## config.mk

```make
export PLATFORM = sky130hd
export DESIGN_NAME = memdec_top
export DESIGN_NICKNAME = d
export VERILOG_FILES = /design/src/rtl/memdec_pkg.sv /design/src/rtl/memdec_cfg.sv /design/src/rtl/memdec_window.sv /design/src/rtl/memdec_wait.sv /design/src/rtl/memdec_top.sv
export SDC_FILE = /design/constraint.sdc
export NUM_CORES = 1
export LEC_CHECK = 0
export BUFFER_PORTS_ARGS = -buffer_cell sky130_fd_sc_hd__buf_2
export CELL_PAD_IN_SITES_DETAIL_PLACEMENT = 2
export CELL_PAD_IN_SITES_GLOBAL_PLACEMENT = 2
export CORE_ASPECT_RATIO = 1.75
export CORE_MARGIN = 2
export CORE_UTILIZATION = 16
export CTS_CLUSTER_SIZE = 40
export DETAILED_ROUTE_END_ITERATION = 16
export GPL_TIMING_DRIVEN = 0
export PLACE_DENSITY_LB_ADDON = 0.2
export SKIP_CTS_REPAIR_TIMING = 1
export SKIP_LAST_GASP = 1
export SLEW_MARGIN = 20
export SYNTH_ARGS = -nofsm -noshare
export SYNTH_HDL_FRONTEND = slang
export SYNTH_SLANG_ARGS = --single-unit
```

## constraint.sdc

```tcl
create_clock -name clk -period 2.7 [get_ports clk]
set_input_delay 0.405 -clock clk [delete_from_list [all_inputs] [get_ports clk]]
set_output_delay 0.405 -clock clk [all_outputs]
set_load 0.01 [all_outputs]
```

## src/rtl/memdec_pkg.sv

```systemverilog
package memdec_pkg;

  typedef enum logic [1:0] {
    A_4K  = 2'b00,
    A_8K  = 2'b01,
    A_16K = 2'b10,
    A_BAD = 2'b11
  } a_part_e;

  typedef enum logic [1:0] {
    B_ROM4K = 2'b00,
    B_ROM8K = 2'b01,
    B_RAM2K = 2'b10,
    B_RAM8K = 2'b11
  } b_part_e;

  typedef struct packed {
    logic       err;
    logic [4:0] a_win_lg;
    logic [4:0] a_part_lg;
    logic       b_en;
    logic       b_ram;
    logic [4:0] b_part_lg;
  } dec_cfg_t;

endpackage

```

## src/rtl/memdec_cfg.sv

```systemverilog
module memdec_cfg
  import memdec_pkg::*;
#(
  parameter int LOW_W = 14
) (
  input  logic [1:0] a_code,
  input  logic [1:0] b_code,
  output dec_cfg_t   cfg
);
  localparam logic [4:0] HALF_LG = 5'(LOW_W - 1);
  localparam logic [4:0] FULL_LG = 5'(LOW_W);

  always_comb begin
    cfg = '0;
    cfg.b_en = 1'b1;
    unique case (a_part_e'(a_code))
      A_4K:  begin cfg.a_win_lg = HALF_LG; cfg.a_part_lg = 5'd12; end
      A_8K:  begin cfg.a_win_lg = HALF_LG; cfg.a_part_lg = 5'd13; end
      A_16K: begin cfg.a_win_lg = FULL_LG; cfg.a_part_lg = 5'd14; cfg.b_en = 1'b0; end
      default: begin
        cfg.err       = 1'b1;
        cfg.a_win_lg  = HALF_LG;
        cfg.a_part_lg = 5'd12;
        cfg.b_en      = 1'b0;
      end
    endcase
    unique case (b_part_e'(b_code))
      B_ROM4K: cfg.b_part_lg = 5'd12;
      B_ROM8K: cfg.b_part_lg = 5'd13;
      B_RAM2K: begin cfg.b_part_lg = 5'd11; cfg.b_ram = 1'b1; end
      default: begin cfg.b_part_lg = 5'd13; cfg.b_ram = 1'b1; end
    endcase
  end
endmodule

```

## src/rtl/memdec_window.sv

```systemverilog
module memdec_window #(
  parameter int ADDR_W = 16,
  parameter int BASE   = 0
) (
  input  logic [ADDR_W-1:0] addr,
  input  logic              req,
  input  logic              en,
  input  logic [4:0]        win_lg,
  input  logic [4:0]        part_lg,
  output logic              sel,
  output logic [ADDR_W-1:0] local_addr
);
  localparam logic [ADDR_W-1:0] BASE_V = ADDR_W'(BASE);

  logic [ADDR_W-1:0] win_mask;
  logic [ADDR_W-1:0] part_mask;

  always_comb begin
    win_mask   = {ADDR_W{1'b1}} << win_lg;
    part_mask  = ~({ADDR_W{1'b1}} << part_lg);
    sel        = req && en && ((addr & win_mask) == BASE_V);
    local_addr = addr & part_mask;
  end
endmodule

```

## src/rtl/memdec_wait.sv

```systemverilog
module memdec_wait #(
  parameter int WAIT_CYCLES = 1
) (
  input  logic clk,
  input  logic rst_n,
  input  logic req,
  input  logic hit,
  input  logic strap,
  output logic wait_n
);
  localparam int CW = $clog2(WAIT_CYCLES + 2);

  generate
    if (WAIT_CYCLES == 0) begin : g_nowait
      assign wait_n = 1'b1;
    end else begin : g_count
      localparam logic [CW-1:0] LIMIT = CW'(WAIT_CYCLES);
      logic [CW-1:0] held;

      always_ff @(posedge clk) begin
        if (!rst_n)             held <= '0;
        else if (!req)          held <= '0;
        else if (held != LIMIT) held <= held + 1'b1;
      end

      assign wait_n = !(req && hit && strap && (held < LIMIT));


      wait_rearm_chk: assert property (@(posedge clk) disable iff (!rst_n)
        (!req) |=> (held == '0));
    end
  endgenerate


  wait_needs_req_chk: assert property (@(posedge clk) disable iff (!rst_n)
    (!wait_n) |-> (req && hit));

  wait_strap_chk: assert property (@(posedge clk) disable iff (!rst_n)
    (!strap) |-> wait_n);
endmodule

```

## src/rtl/memdec_top.sv

```systemverilog
module memdec_top
  import memdec_pkg::*;
#(
  parameter int ADDR_W      = 16,
  parameter int LOW_W       = 14,
  parameter int WAIT_CYCLES = 1
) (
  input  logic              clk,
  input  logic              rst_n,
  input  logic [ADDR_W-1:0] addr,
  input  logic              mem_req,
  input  logic              rd,
  input  logic              wr,
  input  logic [1:0]        a_code,
  input  logic [1:0]        b_code,
  input  logic              wait_en,
  output logic              cs_a_n,
  output logic              cs_b_n,
  output logic              oe_a_n,
  output logic              oe_b_n,
  output logic              we_b_n,
  output logic [LOW_W-1:0]  mem_addr,
  output logic              wait_n,
  output logic              cfg_err
);
  localparam int         B_BASE = 1 << (LOW_W - 1);
  localparam logic [4:0] B_WIN  = 5'(LOW_W - 1);

  dec_cfg_t          cfg;
  logic              sel_a, sel_b, cs_a, cs_b, in_low;
  logic [ADDR_W-1:0] loc_a, loc_b;

  memdec_cfg #(.LOW_W(LOW_W)) u_cfg (.a_code(a_code), .b_code(b_code), .cfg(cfg));

  memdec_window #(.ADDR_W(ADDR_W), .BASE(0)) u_win_a (
    .addr(addr), .req(mem_req), .en(1'b1), .win_lg(cfg.a_win_lg),
    .part_lg(cfg.a_part_lg), .sel(sel_a), .local_addr(loc_a));

  memdec_window #(.ADDR_W(ADDR_W), .BASE(B_BASE)) u_win_b (
    .addr(addr), .req(mem_req), .en(cfg.b_en), .win_lg(B_WIN),
    .part_lg(cfg.b_part_lg), .sel(sel_b), .local_addr(loc_b));

  assign in_low = (addr[ADDR_W-1:LOW_W] == '0);

  memdec_wait #(.WAIT_CYCLES(WAIT_CYCLES)) u_wait (
    .clk(clk), .rst_n(rst_n), .req(mem_req), .hit(in_low),
    .strap(wait_en), .wait_n(wait_n));

  always_comb begin
    cs_a    = sel_a && !cfg.err;
    cs_b    = sel_b && !cfg.err;
    cs_a_n  = !cs_a;
    cs_b_n  = !cs_b;
    oe_a_n  = !(cs_a && rd);
    oe_b_n  = !(cs_b && rd);
    we_b_n  = !(cs_b && wr && cfg.b_ram);
    cfg_err = cfg.err;
    if (cs_a)      mem_addr = loc_a[LOW_W-1:0];
    else if (cs_b) mem_addr = loc_b[LOW_W-1:0];
    else           mem_addr = '0;
  end


  cs_excl_chk: assert property (@(posedge clk) disable iff (!rst_n)
    !(!cs_a_n && !cs_b_n));

  b_off_a16_chk: assert property (@(posedge clk) disable iff (!rst_n)
    (a_code == 2'b10) |-> cs_b_n);

  high_quiet_chk: assert property (@(posedge clk) disable iff (!rst_n)
    (addr[ADDR_W-1:LOW_W] != '0) |-> (cs_a_n && cs_b_n && wait_n));

  idle_quiet_chk: assert property (@(posedge clk) disable iff (!rst_n)
    (!mem_req) |-> (cs_a_n && cs_b_n && oe_a_n && oe_b_n && we_b_n && wait_n));

  rom_no_write_chk: assert property (@(posedge clk) disable iff (!rst_n)
    (!b_code[1]) |-> we_b_n);

  bad_cfg_chk: assert property (@(posedge clk) disable iff (!rst_n)
    (a_code == 2'b11) |-> (cfg_err && cs_a_n && cs_b_n && we_b_n));
endmodule

```

# Word-level counts from Yosys, hierarchy flattened
# Cells that the tools add are included.
# totals
regBits	2
memories	0
latchBits	0
ram_bits	0
romBits	0
# classes
n_addsub	1
shifts	3
magnitude_cmp	1
n_mux	7
n_mul	0
n_eq_ne	6
bitwise	5
div	0
n_reduce_logical	26
# op_table
operator	n
AND 14 bit	2
2-to-1 mux 14 bit	2
NOT 14 bit	2
AND 16 bit	1
logical NOT 16 bit	1
left shift 16 x 4 -> 14 bit, first input constant	1
left shift 16 x 4 -> 16 bit, first input constant	1
left shift 16 x 5 -> 14 bit, first input constant	1
case mux 7 bit (2 select lines)	1
logical AND 1 bit	12
logical NOT 1 bit	6
logical NOT 2 bit	3
case mux 3 bit (2 select lines)	1
== test 2 x 1 -> 1 bit, second input constant	2
== test 2 bit, second input constant	2
OR reduction 2 bit	2
== test 3 x 1 -> 1 bit, second input constant	1
2-to-1 mux 1 bit	3
OR reduction 3 bit	1
adder 2 x 1 -> 2 bit, second input constant	1
< comparator 2 x 1 -> 1 bit, second input constant	1
inequality test 2 x 1 -> 1 bit, second input constant	1
AND reduction 2 bit	1

# Longest topological paths before layout
# logic_depth
ltp_word	9
depth_mapped	6

# Hierarchy
# Synthesis repeated with hierarchy kept, for this count alone.
# hier_totals
cells_unflattened	191
area_unflattened_um2	1302.5
# by_module_without_submodules
mod	area_each_um2	n_inst	cells_each
memdec_window (u_win_b)	414.1	1	62
memdec_window (u_win_a)	405.4	1	67
memdec_top	244.0	1	30
memdec_cfg	130.1	1	20
memdec_wait	108.9	1	12

# Least setup slack after synthesis
# Ideal clock, no wire load.
# synth_timing
kind	input to output
from	in a_code[0]
to	out mem_addr[6]
required_time_ps	2295
t_arrival_ps	1441
setup_slack_ps	854
cell_stages	5
path_cell_list	ha_1 > nor4b_4 > buf_6 > nand2_1 > nor2_2
# synth_between
elab_chain_len	8
elab_cells_between_ends	20
classes_between	eq/ne: 2; shift: 2; mux: 4; bitwise: 3; reduce/logical: 9
# synth_rtl
element	line	rtl
from (decl)	memdec_top.sv:14	input logic [1:0] a_code,
== test 2 bit (tied with other cells)	memdec_cfg.sv:16	unique case (a_part_e'(a_code))
case mux 7 bit (2 select lines) / OR reduction 2 bit (equally long branches)	n/a	
left shift 16 x 4 -> 16 bit / 2-to-1 mux 1 bit (equally long branches)	memdec_window.sv:19, memdec_cfg.sv:16	
AND 16 bit / logical AND 1 bit (equally long branches)	memdec_window.sv:21	sel = req && en && ((addr & win_mask) == BASE_V);
logical NOT 16 bit / logical AND 1 bit (equally long branches)	memdec_window.sv:21	
logical AND 1 bit, on equally long branches	memdec_window.sv:21, memdec_top.sv:51	
logical AND 1 bit / 2-to-1 mux 14 bit (equally long branches)	memdec_top.sv:50, memdec_top.sv:59	
2-to-1 mux 14 bit (*)	memdec_top.sv:58	if (cs_a) mem_addr = loc_a[LOW_W-1:0];
to (decl)	memdec_top.sv:22	output logic [LOW_W-1:0] mem_addr,
# Mark *: on every way between the ends. The rest lies on a longest branch, timed or not.

# Worst setup path in the final report
# Same ends and word-level chain as after synthesis.

==> impl_metrics.toml <==
[layout]
nNetsFinal = 150
diodes = 0
nFillCells = 355
largest-register = "u_wait.g_count.held"
area_growth_pct = 68.5
final_layout_size_suffix_gt1_share_pct = 52.2
largest_reg_flops = 2
reg_top3 = "u_wait.g_count.held: 2 flops"

[critical_path]
required_ns = 2.30
reg2reg_from = "u_wait.g_count.held[0]"
worstSetupStartpointType = "primary input"
critPathMaxFanout = 10
end_kind = "output pin"
r2r-end = "u_wait.g_count.held[1]"
arrival_ns = 1.79
reg2reg_slack_ns = 1.67
setup.worst_path.class = "in2out"
ff2ff_path_depth = 4
crit_start = "a_code[0]"
cp-endpoint = "mem_addr[6]"

[cts]
htreeDepth = 1
cts_root_buf = "clkbuf_8"
clock_sink_count = 2
numCtsBuffers = 3
worstSkewPairLatency_ns = 0.21
cts_tree = "built"
cts_buffer_depth = 2
clkSlewWorstSetupHoldPaths_ns = 0.03

[synth]
yosys.area.top_type_share_pct = 19.7
yosysMostFrequentCell = "nand2_1"
avgSynthCellArea_um2 = 6.75
synthTopCellsByArea = "ha_1 20%, nand2_1 12%, nor2_1 9.3%"
synth_edf_count = 0
yosysWarnings = 0
synth-main-ff-cell = "dfxtp_1"
ys_seq_area_share_pct = 8.99
ys_ff_latch = 2
synth_common_cells = "14 x nand2_1, 11 x nor2_1, 7 x ha_1, 5 x inv_1, 5 x nor2_2"
synthArstFlopShare_pct = 0
syn-num-nets = 99
yosys.area.top_type = "ha_1"
synth.cell_area_um2 = 445
synth_cells = 66
synthDistinctLibCells = 21

[detailed_routing]
drt_iter0_drc = 2
route.detailed.drc = 0
ant_nets = 0
dr.pass1.iters = 2
avgRoutedWirePerCell_um = 12.9
via_per_inst = 4.50
vias = 639
drt_wl_total_um = 1830

[placement]
dp_worst_setup_slack_ns = 0.406
hpwl_um = 1600
port_buffers = 46
gp_congestion = 0.706

[grt]
grt_overflow = 0
grt_first_pass_wirelength_um = 2980
grt_pass1_vias = 711
grt_use_total_pct = 12.3
grt_max_degree = 11
antenna_found_initial = 0

[timing]
maxSlewHeadroom_pct = 59.9
finalCriticalPeriod_ns = 2.19
hold_viol_final = 0
tns_ns = 0
worst-slew-pin-transition_ns = 0.600
fin_ws_ns = 0.509
fin_skew_ns = 0.000554
period_share_pct = 81.1
fmax_mhz = 456
final_max_slew_viol_count = 0
rsz0062_at_grt = "false"
setup_viol = 0

[floorplan]
start_util_pct = 16.6
die_h_um = 73.8
num_rows = 25
io_pins = 47
die_area_um2 = 3240
core_um2 = 2690
die_w_um = 43.9

[outcome]
status = "complete, no violations"

[power_and_ir_drop]
power.density_nw_per_um2 = 299
seq_power_share_pct = 14.7
peakVddDrop_v = 0.0000830
p_int_uw = 161
p_leak_uw = 0.000408
netSwitchingFraction_pct = 28.4
power.switching_uw = 63.8
p_comb_share_pct = 33.6
clkPwrFrac_pct = 51.7

[min_path]
hp-class = "in2reg"

[job]
max_cap_violations = 0
-- power by group through the flow --
stage | clock network, µW | registers [µW] | logic, µW
finish | 116 | 33.1 | 75.5
CTS | 119 | 33.1 | 78.7
floorplan | 0 | 33.0 | 39.9
detailed placement | 0 | 33.3 | 77.3
global route | 128 | 33.2 | 85.5
global placement | 0 | 33.2 | 74.4
-- worst max-delay path, stage by stage --
cell and delay, ns:
buf_2 0.12, ha_1 0.23, nor4b_4 0.54, buf_6 0.22, nand2_1 0.07, nor2_2 0.07
buf_2 0.13
-- worst min-delay path by stage --
| stage | cells past startpoint | slack (ns) | to | from |
|---|---|---|---|---|
| after floorplan | 2 | 0.46 | u_wait.g_count.held[1] | u_wait.g_count.held[1] |
| after global placement | 2 | 0.48 | u_wait.g_count.held[1] | u_wait.g_count.held[1] |
| after detailed placement | 2 | 0.50 | u_wait.g_count.held[1] | u_wait.g_count.held[1] |
| after CTS | 3 | 0.48 | u_wait.g_count.held[0] | rst_n |
| after global routing | 3 | 0.49 | u_wait.g_count.held[0] | rst_n |
| final | 3 | 0.48 | u_wait.g_count.held[0] | rst_n |
-- placed cells by master (no fill, tap or decap), drive strengths merged --
master / instances
a21oi: 4
and3: 1
buf: 48
clkbuf: 3
dfxtp: 2
ha: 7
inv: 5
mux2i: 1
nand2: 15
nand3: 1
nand3b: 2
nand4: 2
nor2: 16
nor4b: 1
o211ai: 1
o21a: 1
o21ai: 3
or3b: 1
xor2: 1
-- stage by stage --
stage	power (µW)	cells	cell area, µm²	utilization [%]	hold slack [ns]
after floorplan	72.9	66	445	-	0.463
after global placement	108	139	709	26.4	0.476
after detailed placement	111	139	709	26.4	0.496
after CTS	231	142	751	27.9	0.479
after global routing	247	142	751	27.9	0.493
final	225	142	751	27.9	0.477
-- logic make-up after synthesis --
logic type      share of synthesized area (%)
compound gates                           12.1
xor+xnor                                 1.97
fa+ha+maj                                19.7
buf+inv                                  9.27
flops                                    8.99
mux                                      2.25
simple gates                             45.8
-- final cells by class --
type	instances	area [µm²]	area share [%]
multi-input combinational	57	364	48.5
timing repair buffer	46	230	30.7
clock buffer	3	41.3	5.50
sequential	2	40.0	5.33
tap	27	33.8	4.50
buffer	2	22.5	3.00
inverter	5	18.8	2.50
-- routing by layer --
metal	vias up	GRT usage [%]	routed length [µm]
met5	-	0	0
met2	32	26.3	1120
met4	0	3.03	0
li1	313	-	-
met3	0	3.93	150
met1	294	9.78	553
No activity file was read; power rests on OpenSTA's default activity.
